$ cat src/rtl/mem_latency_seq.sv
module mem_latency_seq #(
  parameter int RD_LINE_MISS = 7,
  parameter int WR_LINE_MISS = 10,
  parameter int RD_MAP_HIT   = 10,
  parameter int WR_MAP_HIT   = 13
) (
  input  logic clk,
  input  logic rst_n,
  input  logic req,
  input  logic req_write,
  input  logic use_next,
  input  logic tag_hit,
  input  logic data_hit,
  input  logic map_hit,
  input  logic slow_done,
  output logic stall,
  output logic done,
  output logic bubble,
  output logic busy_err
);
  localparam int MAX_RD = (RD_LINE_MISS > RD_MAP_HIT) ? RD_LINE_MISS : RD_MAP_HIT;
  localparam int MAX_WR = (WR_LINE_MISS > WR_MAP_HIT) ? WR_LINE_MISS : WR_MAP_HIT;
  localparam int MAX_LAT = (MAX_RD > MAX_WR) ? MAX_RD : MAX_WR;
  localparam int CW = $clog2(MAX_LAT + 1);

  typedef enum logic [2:0] {S_IDLE, S_COUNT, S_EXT, S_FIN, S_BUB} st_t;

  st_t           state;
  logic [CW-1:0] cnt;
  logic [CW-1:0] load_val;
  logic          bub_pend;
  logic          ready;
  logic          take;
  logic          full_hit;
  logic          walk;

  assign ready    = (state == S_IDLE) || (state == S_FIN && !bub_pend);
  assign take     = req && ready;
  assign full_hit = tag_hit && data_hit;
  assign walk     = !tag_hit && !map_hit;

  always_comb begin
    if (tag_hit)
      load_val = req_write ? CW'(WR_LINE_MISS - 2) : CW'(RD_LINE_MISS - 2);
    else
      load_val = req_write ? CW'(WR_MAP_HIT - 2) : CW'(RD_MAP_HIT - 2);
  end

  always_ff @(posedge clk or negedge rst_n) begin
    if (!rst_n) begin
      state    <= S_IDLE;
      cnt      <= '0;
      bub_pend <= 1'b0;
    end else if (take) begin
      bub_pend <= !req_write && use_next;
      cnt      <= load_val;
      if (full_hit)  state <= S_FIN;
      else if (walk) state <= S_EXT;
      else           state <= S_COUNT;
    end else begin
      case (state)
        S_COUNT: if (cnt == '0) state <= S_FIN;
                 else cnt <= cnt - 1'b1;
        S_EXT:   if (slow_done) state <= S_FIN;
        S_FIN:   begin
                   state    <= bub_pend ? S_BUB : S_IDLE;
                   bub_pend <= 1'b0;
                 end
        S_BUB:   state <= S_IDLE;
        default: state <= S_IDLE;
      endcase
    end
  end

  assign stall    = (state == S_COUNT) || (state == S_EXT);
  assign done     = (state == S_FIN);
  assign bubble   = (state == S_BUB);
  assign busy_err = req && !ready;

  a_r1_hit_next: assert property (@(posedge clk) disable iff (!rst_n)
    (req && !busy_err && tag_hit && data_hit) |=> (done && !stall));

  a_r5_slow_end: assert property (@(posedge clk) disable iff (!rst_n)
    (stall && slow_done && !tag_hit && state == S_EXT) |=> done);

  a_r6_bubble_after_done: assert property (@(posedge clk) disable iff (!rst_n)
    bubble |-> $past(done));

  a_r6_bubble_single: assert property (@(posedge clk) disable iff (!rst_n)
    bubble |=> !bubble);

  a_r7_excl: assert property (@(posedge clk) disable iff (!rst_n)
    !(stall && done));

  a_r8_err_busy: assert property (@(posedge clk) disable iff (!rst_n)
    busy_err |-> (stall || bubble || done));

  a_r8_err_no_start: assert property (@(posedge clk) disable iff (!rst_n)
    (busy_err && stall) |=> (stall || done));

endmodule

$ cat config.mk
export PLATFORM = sky130hd
export DESIGN_NAME = mem_latency_seq
export DESIGN_NICKNAME = d
export VERILOG_FILES = /design/src/rtl/mem_latency_seq.sv
export SDC_FILE = /design/constraint.sdc
export NUM_CORES = 1
export LEC_CHECK = 0
export ABC_AREA = 1
export BUFFER_PORTS_ARGS = -buffer_cell sky130_fd_sc_hd__buf_2
export CAP_MARGIN = 20
export CORE_AREA = 2 2 39 41
export DETAILED_ROUTE_END_ITERATION = 8
export DIE_AREA = 0 0 41 43
export PLACE_DENSITY = 0.68
export SYNTH_ARGS = -nofsm -noshare
export SYNTH_HDL_FRONTEND = slang
export SYNTH_SLANG_ARGS = --single-unit
$ cat constraint.sdc
create_clock -name clk -period 2.7 [get_ports clk]
set_clock_uncertainty 0.15 [all_clocks]
set_input_delay 0.135 -clock clk [delete_from_list [all_inputs] [get_ports clk]]
set_output_delay 0.135 -clock clk [all_outputs]
set_load 0.1 [all_outputs]
After elaboration in Yosys (flattened, before gate mapping)
Cells that the tools add are included. Widths: inputs -> output; s select.

Output and inout bits: 4. Bits in registers: 8. Bits in read-only memories: 0. Memories: 0. Bits in latches: 0. RAM bits: 0.

Reductions and logical operators: 19. Multiplexer cells: 15. $mul: 0. Shifts and indexed selects: 0. Div/mod/pow operators: 0. Add/subtract/negate cells: 1. Magnitude comparators: 0. Bitwise operators: 0. Equal/unequal tests: 7.

Operators by type and width (count): $mux 4 (5); $mux 3 (4); $pmux 3 s3 (1); $eq 3x2->1 const B (2); $logic_and 1x1->1 (6); $mux 2 (3); $ne 3x3->1 const B (2); $logic_not 1->1 (5); $logic_not 4->1 (1); $reduce_and 2->1 (2); $reduce_bool 2->1 (2); $sub 4x1->4 const B (1); $eq 3x1->1 const B (1); $eq 3x3->1 const B (1); $logic_not 3->1 (1); $logic_or 1x1->1 (2); $mux 1 (2); $ne 2x2->1 const B (1).

Depth between registers and ports, before layout
Gate-level depths: netlist (run 1).

Word-level depth: 6. Depth in mapped cells: 8. Mapped depth without buffers: 8.

Worst setup path before layout (run 1)
Ideal clock, no wire load.

Path type: register -> output. Start point: register state[1]. End point: output port bubble. Stages on the path, launching flop included: 2. Path slack: -0.063 ns. Arrival: 2.478 ns. Cell sequence: dfrtp_1 > nor3_1.

Cells in the longest elaborated chain, start to end: 1.

RTL lines: start, declared (line 28) `st_t state;`; start signal, assigned (line 66) `state <= bub_pend ? S_BUB : S_IDLE;`; $eq 3x3->1 (line 77) `assign bubble = (state == S_BUB);`; end, declared (line 18) `output logic bubble,`.

No other way between the ends.

Worst setup path after layout (run 1)
Start point: register state[0]. End point: output port busy_err.

Cells in the longest elaborated chain, start to end: 5. Elaborated cells on any way between the ends: 6. Classes of those cells: 1 x eq/ne; 5 x reduce/logical.

RTL lines: $eq 3x2->1 (line 37) `assign ready = (state == S_IDLE) || (state == S_FIN && !bub_pend);`; $logic_and 1x1->1 (line 37); $logic_or 1x1->1 (*) (line 37); $logic_not 1->1 (*) (line 78) `assign busy_err = req && !ready;`; $logic_and 1x1->1 (*) (line 78); end, declared (line 19) `output logic busy_err`.

Every way passes the cells marked *; elsewhere a longest branch is shown, timed or not.

==> results of run 1 <==
registers in the layout, summed over array words and instances (netlist names):
register,flops
bub_pend,1
state,3
cnt,4
critical path: stages, from the launching register on:
cell and delay (ps):
dfrtp_1 420, nand2_2 100, nor2_4 40, nand2_2 70, nand2_4 80, nor2_1 80, buf_2 430
final cells by class:
type	count	area, sq um	share of cell area
multi-input cells	60	339	0.467
repair buffers	14	80.1	0.110
flip-flops and latches	8	200	0.276
clock buffers	3	22.5	0.0310
well taps	16	20.0	0.0276
inverters	17	63.8	0.0879
stage by stage:
stage               hold slack, ps  setup WS [ps]  cell area [sq um]   util
finish                        11.5            937                726  0.524
global route                  24.6            840                726  0.524
CTS                           16.9            936                726  0.524
detailed placement            -158           1220                683  0.494
global placement              -161           1230                683  0.494
floorplan                     -311            355                608      -
Yosys cell counts:
cell type / n
a21oi_1: 1
buf_2: 1
dfrtp_1: 8
ha_1: 4
inv_1: 16
inv_2: 1
nand2_1: 24
nand2_2: 2
nand2_4: 2
nand3_1: 13
nand3_2: 1
nand3b_1: 2
nand4_1: 1
nor2_1: 4
nor2_4: 1
nor3_1: 1
o21ai_1: 1
or2_0: 1
or2_2: 1
xor2_1: 1
final timing paths:
path	startpoint	end	slack [ps]	cells after the start
max in group asynchronous	rst_n	cnt[2]	2140	2
setup reg to reg	cnt[0]	cnt[0]	1310	8
min in group asynchronous	rst_n	bub_pend	90	2
hold reg to reg	cnt[1]	cnt[1]	360	2
hold / removal	slow_done	state[1]	10	4
setup / recovery	state[0]	busy_err	940	6
cells by family (layout without fill, tap and decap cells):
kind of cell             after synthesis  in the layout  share of synthesized area
XOR/XNOR                               1              1                     0.0145
flip-flops                             8              8                      0.332
buffers and inverters                 18             34                      0.114
AO/OA/AOI/OAI                          2              2                     0.0166
AND/OR/NAND/NOR                       53             53                      0.440
adder cells (fa/ha/maj)                4              4                     0.0830
routing by layer:
metal	GRT usage	up-vias	routed length, um
met5	0	-	0
met4	0.140	0	41
met3	0.0157	4	39
met2	0.238	12	493
met1	0.204	212	502
li1	-	297	-
repair_timing:
item / 4_1_cts / 5_1_grt
hold buffers: 2 / 0
resized for setup: 0 / 0
hold endpoints to repair: 9 / 0
==> summary.md, run 1 <==
| Metric | Value |
|---|---|
| Clk slew on worst S/H paths | `60 ps` |
| Commonest non-fill, non-tap cells in the layout | `nand2_1, inv_1, nand3_1` |
| Post-synthesis cell area | `603 sq um` |
| Mapped Cells | `86` |
| Status | `finished, final reports clean` |
| Max Freq | `0.567 GHz` |
| Distinct cells, synth | `20` |
| Placed insts | `113` |
| Warnings from Yosys | `0` |
| Initial antenna violation count | `0` |
| Critical Path RT | `2410 ps` |
| Root Driver | `clkbuf_4` |
| Vias in the first global route | `471` |
| Layout Area Growth over Synthesis | `20.3%` |
| Final Non-Filler Cells | `118` |
| GR Util All Layers | `0.164` |
| Initial Util | `0.436` |
| CTS max path bufs | `2` |
| Area leader, netlist | `dfrtp_1` |
| TNS Setup | `0 ps` |
| Slew Limit Headroom | `0.679` |
| H-tree Lvls | `1` |
| TritonRoute pass-1 iters | `2` |
| Worst-margin pin slew | `485 ps` |
| Synthesized net count | `99` |
| Crit Path Category | `reg2out` |
| Final Slew Violations | `0` |
| DR iter-0 viols | `8` |
| Drc violations | `0` |
| Grt total ovfl | `0` |
| DP HPWL | `823 um` |
| Die height | `43 um` |
| Worst skew pair latency | `260 ps` |
| Die Wd | `41 um` |
| Row Count | `14` |
| Die area | `1760 sq um` |
| Synth top area cells | `dfrtp_1, nand2_1, nand3_1` |
| CTS sink count | `8` |
| Vias | `525` |
| Seq/Total Area, Yosys | `0.332` |
| CP endpoint kind | `primary output` |
| Crit-path max FO | `7` |
| PortBufs | `12` |
| Routability Congestion | `0.776` |
| N_diodes | `0` |
| Wire per inst | `9.12 um` |
| Final hold vios | `0` |
| Largest net degree at the start of global routing | `10` |
| Fin crit period | `1760 ps` |
| Avg Cell Area, Syn | `7.01 sq um` |
| CTS tree | `yes` |
| Most common cell after layout, fill and taps aside | `nand2_1` |
| Setup bufs post-CTS | `0` |
| CTS Buf Count | `3` |
| Top-area cell type share of the netlist area | `0.332` |
| Unrepaired setup endpoints after global routing | `false` |
| Share of post-route cells with drive strength above 1 | `0.235` |
| Startpoint Class | `register` |
| Fill cells | `143` |
| Remaining antenna violation count after routing | `0` |
| WP data arrival | `1480 ps` |
| DR vias/cell | `4.45` |
| Yosys reg bits | `8` |
| Ports | `13` |
| Nets@finish | `117` |
| Final period utilization | `0.653` |
| Max-cap viol count | `0` |
| Global-route wire length before repair | `1850 um` |
| Worst Hold Class | `in2reg` |
| Total core area | `1380 sq um` |
| Setup violators final | `0` |
| DRT Wirelength | `1080 um` |
Power of run 1 is not shown: default switching activity piles up to over one toggle a cycle in this logic, so the estimate is an artifact.
==> run 2: changes to the inputs <==
Settings changed: CORE_AREA 2 2 39 41 to not set, CORE_MARGIN set to 2, CORE_UTILIZATION set to 46, DIE_AREA 0 0 41 43 to not set, PLACE_DENSITY 0.68 to 0.72.
Clock period 2.7 ns to 1.55 ns, I/O delays scaled along.
==> run 2 against run 1 <==
  * Wire length is 14% higher
  * Via count is 11% higher
  * First-iteration DRC count is 100% higher
  * Count of clock-buffer cells in the layout stayed put
  * Sequential share of layout area is 3.5 points lower
  * Final area is 16% higher
  * Worst hold slack better by 33 ps
  * Sequential cell count stayed put
  * Global-route usage is 2.7 points higher
  * Critical endpoint unchanged
  * Largest cell class unchanged
==> summary.md, run 2 (synthesis gave the netlist of run 1 again) <==
| Metric | Value |
|---|---|
| Max-cap viol count | `0 (unchanged)` |
| Status | `finished, final reports clean (unchanged)` |
| Largest net degree at the start of global routing | `10 (unchanged)` |
| Worst hold start | `map_hit (was slow_done)` |
| Power share of the clock group | `0.081` |
| Leakage | `0.461 nW` |
| Root Driver | `clkbuf_4 (unchanged)` |
| Wire per inst | `10.2 um (was 9.12 um)` |
| Initial antenna violation count | `0 (unchanged)` |
| Worst-margin pin slew | `268 ps (was 485 ps)` |
| Ports | `13 (unchanged)` |
| Max reg flops | `4 (unchanged)` |
| Crit-path max FO | `7 (unchanged)` |
| Footprint of the multi-input gates | `358 sq um (was 339 sq um)` |
| Final period utilization | `0.958` |
| TritonRoute pass-1 iters | `4 (was 2)` |
| Routing usage on met3 | `0.0333 (was 0.0157)` |
| Vias | `581 (was 525)` |
| Unrepaired setup endpoints after global routing | `true (was false)` |
| Placed Instance Area | `758 sq um (was 683 sq um)` |
| WHS Endpoint | `state[0] (was state[1])` |
| DRT Wirelength | `1230 um (was 1080 um)` |
| Sw Ratio | `0.543` |
| Cell family with most CP delay | `flip-flops (was buffers and inverters)` |
| CP endpoint kind | `primary output (unchanged)` |
| Final Cell Area | `841 sq um (was 726 sq um)` |
| Clk slew on worst S/H paths | `50 ps (was 60 ps)` |
| Routability Congestion | `0.771 (was 0.776)` |
| Final hold vios | `0 (unchanged)` |
| Biggest register | `cnt (unchanged)` |
| Max Freq | `0.673 GHz` |
| DP HPWL | `920 um (was 823 um)` |
| Share of post-route cells with drive strength above 1 | `0.292 (was 0.235)` |
| CP cell instances | `nand2_2 -> nor2_4 -> nand2_2 -> nand2_4 -> nor2_4 -> buf_12 (was nand2_2 -> nor2_4 -> nand2_2 -> nand2_4 -> nor2_1 -> buf_2)` |
| Pre-CTS setup slack | `136 ps (was 1220 ps)` |
| Critical Path RT | `1320 ps (was 2410 ps)` |
| Layout Area Growth over Synthesis | `39.4% (was 20.3%)` |
| Worst VDD drop | `1.70 mV` |
| TNS Setup | `0 ps (unchanged)` |
| Worst Hold Class | `in2reg (unchanged)` |
| Commonest non-fill, non-tap cells in the layout | `nand2_1, inv_1, nand3_1 (unchanged)` |
| CTS Buf Count | `3 (unchanged)` |
| Vias in the first global route | `483 (was 471)` |
| P_int | `0.000913 W` |
| CTS tree | `yes (unchanged)` |
| CTS max path bufs | `2 (unchanged)` |
| Net switching power | `0.00109 W` |
| CP peak stage delay | `420 ps (was 430 ps)` |
| Grt total ovfl | `0 (unchanged)` |
| Setup violators final | `0 (unchanged)` |
| GR Util All Layers | `0.190 (was 0.164)` |
| Fin crit period | `1490 ps` |
| Comb power frac | `0.718` |
| Slew Limit Headroom | `0.821 (was 0.679)` |
| Startpoint Class | `register (unchanged)` |
| PortBufs | `12 (unchanged)` |
| Registers with the most flip-flops | `cnt: 4 flops, state: 3 flops, bub_pend: 1 flops (unchanged)` |
| Met1 GRT Util | `0.231 (was 0.204)` |
| Final Slew Violations | `0 (unchanged)` |
| N_diodes | `0 (unchanged)` |
| Drc violations | `0 (unchanged)` |
| Crit path buffers/inverters | `1 (unchanged)` |
| Most common cell after layout, fill and taps aside | `nand2_1 (unchanged)` |
| Die area | `1620 sq um (was 1760 sq um)` |
| H-tree Lvls | `1 (unchanged)` |
| R2R Path Start | `state[2] (was cnt[0])` |
| Die height | `40.2 um (was 43 um)` |
| Remaining antenna violation count after routing | `0 (unchanged)` |
| WP data arrival | `1260 ps (was 1480 ps)` |
| Power per cell area | `2380 nW/um^2` |
| DR iter-0 viols | `16 (was 8)` |
| Fill cells | `92 (was 143)` |
| Most crowded layer after global routing | `met2 (unchanged)` |
| Register share of total power | `0.201` |
| Worst skew pair latency | `250 ps (was 260 ps)` |
| Total core area | `1270 sq um (was 1380 sq um)` |
| CTS sink count | `8 (unchanged)` |
| Crit Path Category | `reg2out (unchanged)` |
| Initial Util | `0.475 (was 0.436)` |
| DR vias/cell | `4.80 (was 4.45)` |
| Slowest CP cell | `dfrtp_2 (was buf_2)` |
| Die Wd | `40.2 um (was 41 um)` |
| Global-route wire length before repair | `1960 um (was 1850 um)` |
| Cells on worst reg2reg path | `7 (was 8)` |
| Nets@finish | `121 (was 117)` |
| Hold Crit Depth | `4 (unchanged)` |
| Setup ws final | `64.9 ps (was 937 ps)` |
| Row Count | `13 (was 14)` |
| R2R Path End | `cnt[3] (was cnt[0])` |
| Flip-flop and latch area | `203 sq um (was 200 sq um)` |
| R2R Setup Slk | `150 ps (was 1310 ps)` |
| Grt met2 use | `0.319 (was 0.238)` |
-- run 2: power by group through the flow --
| stage | clock (W) | combinational [W] | sequential, W |
|---|---|---|---|
| floorplan | 0 | 0.00102 | 0.000397 |
| global placement | 0 | 0.00134 | 0.000413 |
| detailed placement | 0 | 0.00136 | 0.000415 |
| CTS | 0.000161 | 0.00137 | 0.000415 |
| global route | 0.000181 | 0.00158 | 0.000417 |
| finish | 0.000162 | 0.00143 | 0.000401 |
-- run 2: area by class of cell --
class,instances,share of cell area
Multi-Input combinational cell,60,0.426
Inverter,17,0.0759
Tap cell,15,0.0223
Sequential cell,8,0.241
Clock buffer,3,0.0268
Timing Repair Buffer,18,0.208
-- run 2: how the worst max path moves through the flow --
stage             start       end  slack (ps)  depth (start not counted)
2_1_floorplan  state[0]    cnt[0]        -260                          7
3_3_place_gp   state[1]    cnt[3]         150                          7
3_5_place_dp   state[0]    cnt[0]         140                          7
4_1_cts        state[1]  busy_err           5                          6
5_1_grt        state[1]  busy_err         -10                          6
6_report       state[1]  busy_err          60                          6
-- run 2: stage by stage --
stage	std cells	power (W)	util	hold slack (ps)
after CTS	119	0.00195	0.648	37.8
after global placement	112	0.00175	0.598	-223
after floorplan	86	0.00142	-	-368
after global routing	121	0.00217	0.663	56.8
after detailed placement	112	0.00178	0.598	-219
final	121	0.00200	0.663	44.0
-- run 2: tightest hold or removal path, cell delays in order --
cell and delay, ps:
buf_2 70, or2_2 100, nand3_1 80, nand3_1 90
-- run 2: repair_timing --
action | 4_1_cts | 5_1_grt
endpoints found under the hold margin | 10 | 0
hold buffers | 4 | 0
setup buffers | 0 | 2
resized for setup | 1 | 2
endpoints found under the setup margin | 1 | 6
-- run 2: per-layer routing --
metal / vias to the layer above / wire, um
met5: - / 0
met4: 0 / 9
met3: 2 / 61
met2: 17 / 608
met1: 253 / 550
li1: 309 / -
No activity file was read; power rests on OpenSTA's default activity.
==> run 3: changes to the inputs <==
Settings changed: MAX_ROUTING_LAYER set to met4.
==> run 3 against run 2 <==
  * Count of clock-buffer cells in the layout did not move
  * Sequential cell count stayed put
  * Via count is 0.69% higher
  * Combinational power hardly changed
  * Maximum frequency about the same
  * Die area stayed put
  * Sequential power is essentially flat
  * Sequential share of layout area fell by 0.11 points
  * Wire length rose by 0.98%
  * Cell count did not move
==> summary.md, run 3 (synthesis gave the netlist of run 1 again) <==
| Metric | Value |
|---|---|
| Worst-margin pin slew | `189 ps (was 268 ps)` |
| Post-Route Utilization | `0.666 (was 0.663)` |
| Biggest register | `cnt (unchanged)` |
| Placed insts | `112 (unchanged)` |
| Fill cells | `91 (was 92)` |
| Global-route wire length before repair | `1960 um (unchanged)` |
| Vias | `585 (was 581)` |
| Die Wd | `40.2 um (unchanged)` |
| Final period utilization | `0.959 (was 0.958)` |
| CP endpoint kind | `primary output (unchanged)` |
| Die height | `40.2 um (unchanged)` |
| Max reg flops | `4 (unchanged)` |
| Layout Area Growth over Synthesis | `40.0% (was 39.4%)` |
| Comb power frac | `0.720 (was 0.718)` |
| Crit-path max FO | `7 (unchanged)` |
| P_int | `0.000917 W (was 0.000913 W)` |
| Commonest non-fill, non-tap cells in the layout | `nand2_1, inv_1, nand3_1 (unchanged)` |
| DR vias/cell | `4.83 (was 4.80)` |
| Startpoint Class | `register (unchanged)` |
| Slowest CP cell | `dfrtp_2 (unchanged)` |
| Vias in the first global route | `482 (was 483)` |
| Initial Util | `0.475 (unchanged)` |
| Worst hold start | `map_hit (unchanged)` |
| CP cell instances | `nand2_2 -> nor2_4 -> nand2_2 -> nand2_4 -> nor2_4 -> buf_12 (unchanged)` |
| CTS tree | `yes (unchanged)` |
| Final Slew Violations | `0 (unchanged)` |
| Setup violators final | `0 (unchanged)` |
| Critical Path RT | `1320 ps (about the same)` |
| Share of post-route cells with drive strength above 1 | `0.302 (was 0.292)` |
| Clk slew on worst S/H paths | `60 ps (was 50 ps)` |
| Die area | `1620 sq um (unchanged)` |
| TritonRoute pass-1 iters | `4 (unchanged)` |
| PortBufs | `12 (unchanged)` |
| Final hold vios | `0 (unchanged)` |
| Sw Ratio | `0.545 (was 0.543)` |
| Status | `finished, final reports clean (unchanged)` |
| Net switching power | `0.00110 W (was 0.00109 W)` |
| Crit path launch | `state[1] (unchanged)` |
| Crit Path Category | `reg2out (unchanged)` |
| DP HPWL | `920 um (unchanged)` |
| Register share of total power | `0.199 (was 0.201)` |
| WHS Endpoint | `state[0] (unchanged)` |
| Root Driver | `clkbuf_4 (unchanged)` |
| Worst skew pair latency | `250 ps (about the same)` |
| Slew Limit Headroom | `0.874 (was 0.821)` |
| Power per cell area | `2390 nW/um^2 (was 2380 nW/um^2)` |
| Power share of the clock group | `0.080 (was 0.081)` |
| Registers with the most flip-flops | `cnt: 4 flops, state: 3 flops, bub_pend: 1 flops (unchanged)` |
| Cells on worst reg2reg path | `8 (was 7)` |
| N_diodes | `0 (unchanged)` |
| H-tree Lvls | `1 (unchanged)` |
| Design Power | `0.00202 W (was 0.00200 W)` |
| Worst VDD drop | `1.70 mV (about the same)` |
| CTS Buf Count | `3 (unchanged)` |
| CP peak stage delay | `420 ps (about the same)` |
| CTS max path bufs | `2 (unchanged)` |
| R2R Path Start | `cnt[0] (was state[2])` |
| Hold Crit Depth | `4 (unchanged)` |
| Max Freq | `0.673 GHz (about the same)` |
| Total core area | `1270 sq um (unchanged)` |
| Fin crit period | `1490 ps (about the same)` |
| Routability Congestion | `0.781 (was 0.771)` |
| Drc violations | `0 (unchanged)` |
| Grt total ovfl | `0 (unchanged)` |
| Max-cap viol count | `0 (unchanged)` |
| CTS sink count | `8 (unchanged)` |
| Largest net degree at the start of global routing | `10 (unchanged)` |
| Initial antenna violation count | `0 (unchanged)` |
| DR iter-0 viols | `12 (was 16)` |
| Wire per inst | `10.3 um (was 10.2 um)` |
| DRT Wirelength | `1240 um (was 1230 um)` |
| WP data arrival | `1260 ps (about the same)` |
| Leakage | `0.461 nW (about the same)` |
| GR Util All Layers | `0.196 (was 0.190)` |
| Nets@finish | `121 (unchanged)` |
| R2R Setup Slk | `180 ps (was 150 ps)` |
| R2R Path End | `cnt[0] (was cnt[3])` |
| Row Count | `13 (unchanged)` |
| Unrepaired setup endpoints after global routing | `true (unchanged)` |
| Remaining antenna violation count after routing | `0 (unchanged)` |
| Ports | `13 (unchanged)` |
| Most common cell after layout, fill and taps aside | `nand2_1 (unchanged)` |
| Footprint of the multi-input gates | `362 sq um (was 358 sq um)` |
| Flip-flop and latch area | `203 sq um (unchanged)` |
| Final Non-Filler Cells | `121 (unchanged)` |
| Worst Hold Class | `in2reg (unchanged)` |
[run 3: final cells by class]
cell class | count | share of cell area
clock buffers | 3 | 0.0267
inverters | 17 | 0.0756
multi-input cells | 60 | 0.428
flip-flops and latches | 8 | 0.240
well taps | 15 | 0.0222
repair buffers | 18 | 0.207
[run 3: power groups by stage]
stage               clock (W)  combinational (W)  sequential (W)
global placement            0            0.00134        0.000413
global route         0.000181            0.00159        0.000417
CTS                  0.000161            0.00137        0.000415
floorplan                   0            0.00102        0.000397
finish               0.000162            0.00145        0.000402
detailed placement          0            0.00136        0.000415
[run 3: layer usage]
layer	part of all wire	GRT usage	routed length [um]
met5	0	-	0
met3	0.050	0.0333	62
met4	0.020	0.100	25
met1	0.44	0.231	546
met2	0.49	0.319	607
[run 3: worst max path at each step]
stage | to | slack, ps | cells past startpoint
6_report | busy_err | 60 | 6
3_5_place_dp | cnt[0] | 140 | 7
2_1_floorplan | cnt[0] | -260 | 7
5_1_grt | busy_err | -10 | 6
3_3_place_gp | cnt[3] | 150 | 7
4_1_cts | busy_err | 5 | 6
[run 3: stage by stage]
stage	setup slack [ps]	setup TNS, ps	hold WS, ps	instance area, sq um
floorplan	-257	-1190	-368	624
global placement	148	0	-223	758
detailed placement	136	0	-219	758
CTS	5.41	0	37.8	822
global route	-10.6	-10.6	56.8	845
finish	63.9	0	43.3	845
[run 3: repair_timing]
item / in CTS / in global routing
gates resized for setup: 1 / 3
endpoints found under the setup margin: 1 / 6
setup buffers: 0 / 2
hold buffers: 4 / 0
gates cloned: 0 / 0
hold endpoints to repair: 10 / 0
[run 3: critical path: cells and delay by family (launching register included)]
| kind | cells | cell delay [ps] |
|---|---|---|
| simple gates | 5 | 400 |
| buf+inv | 1 | 180 |
| flops | 1 | 420 |
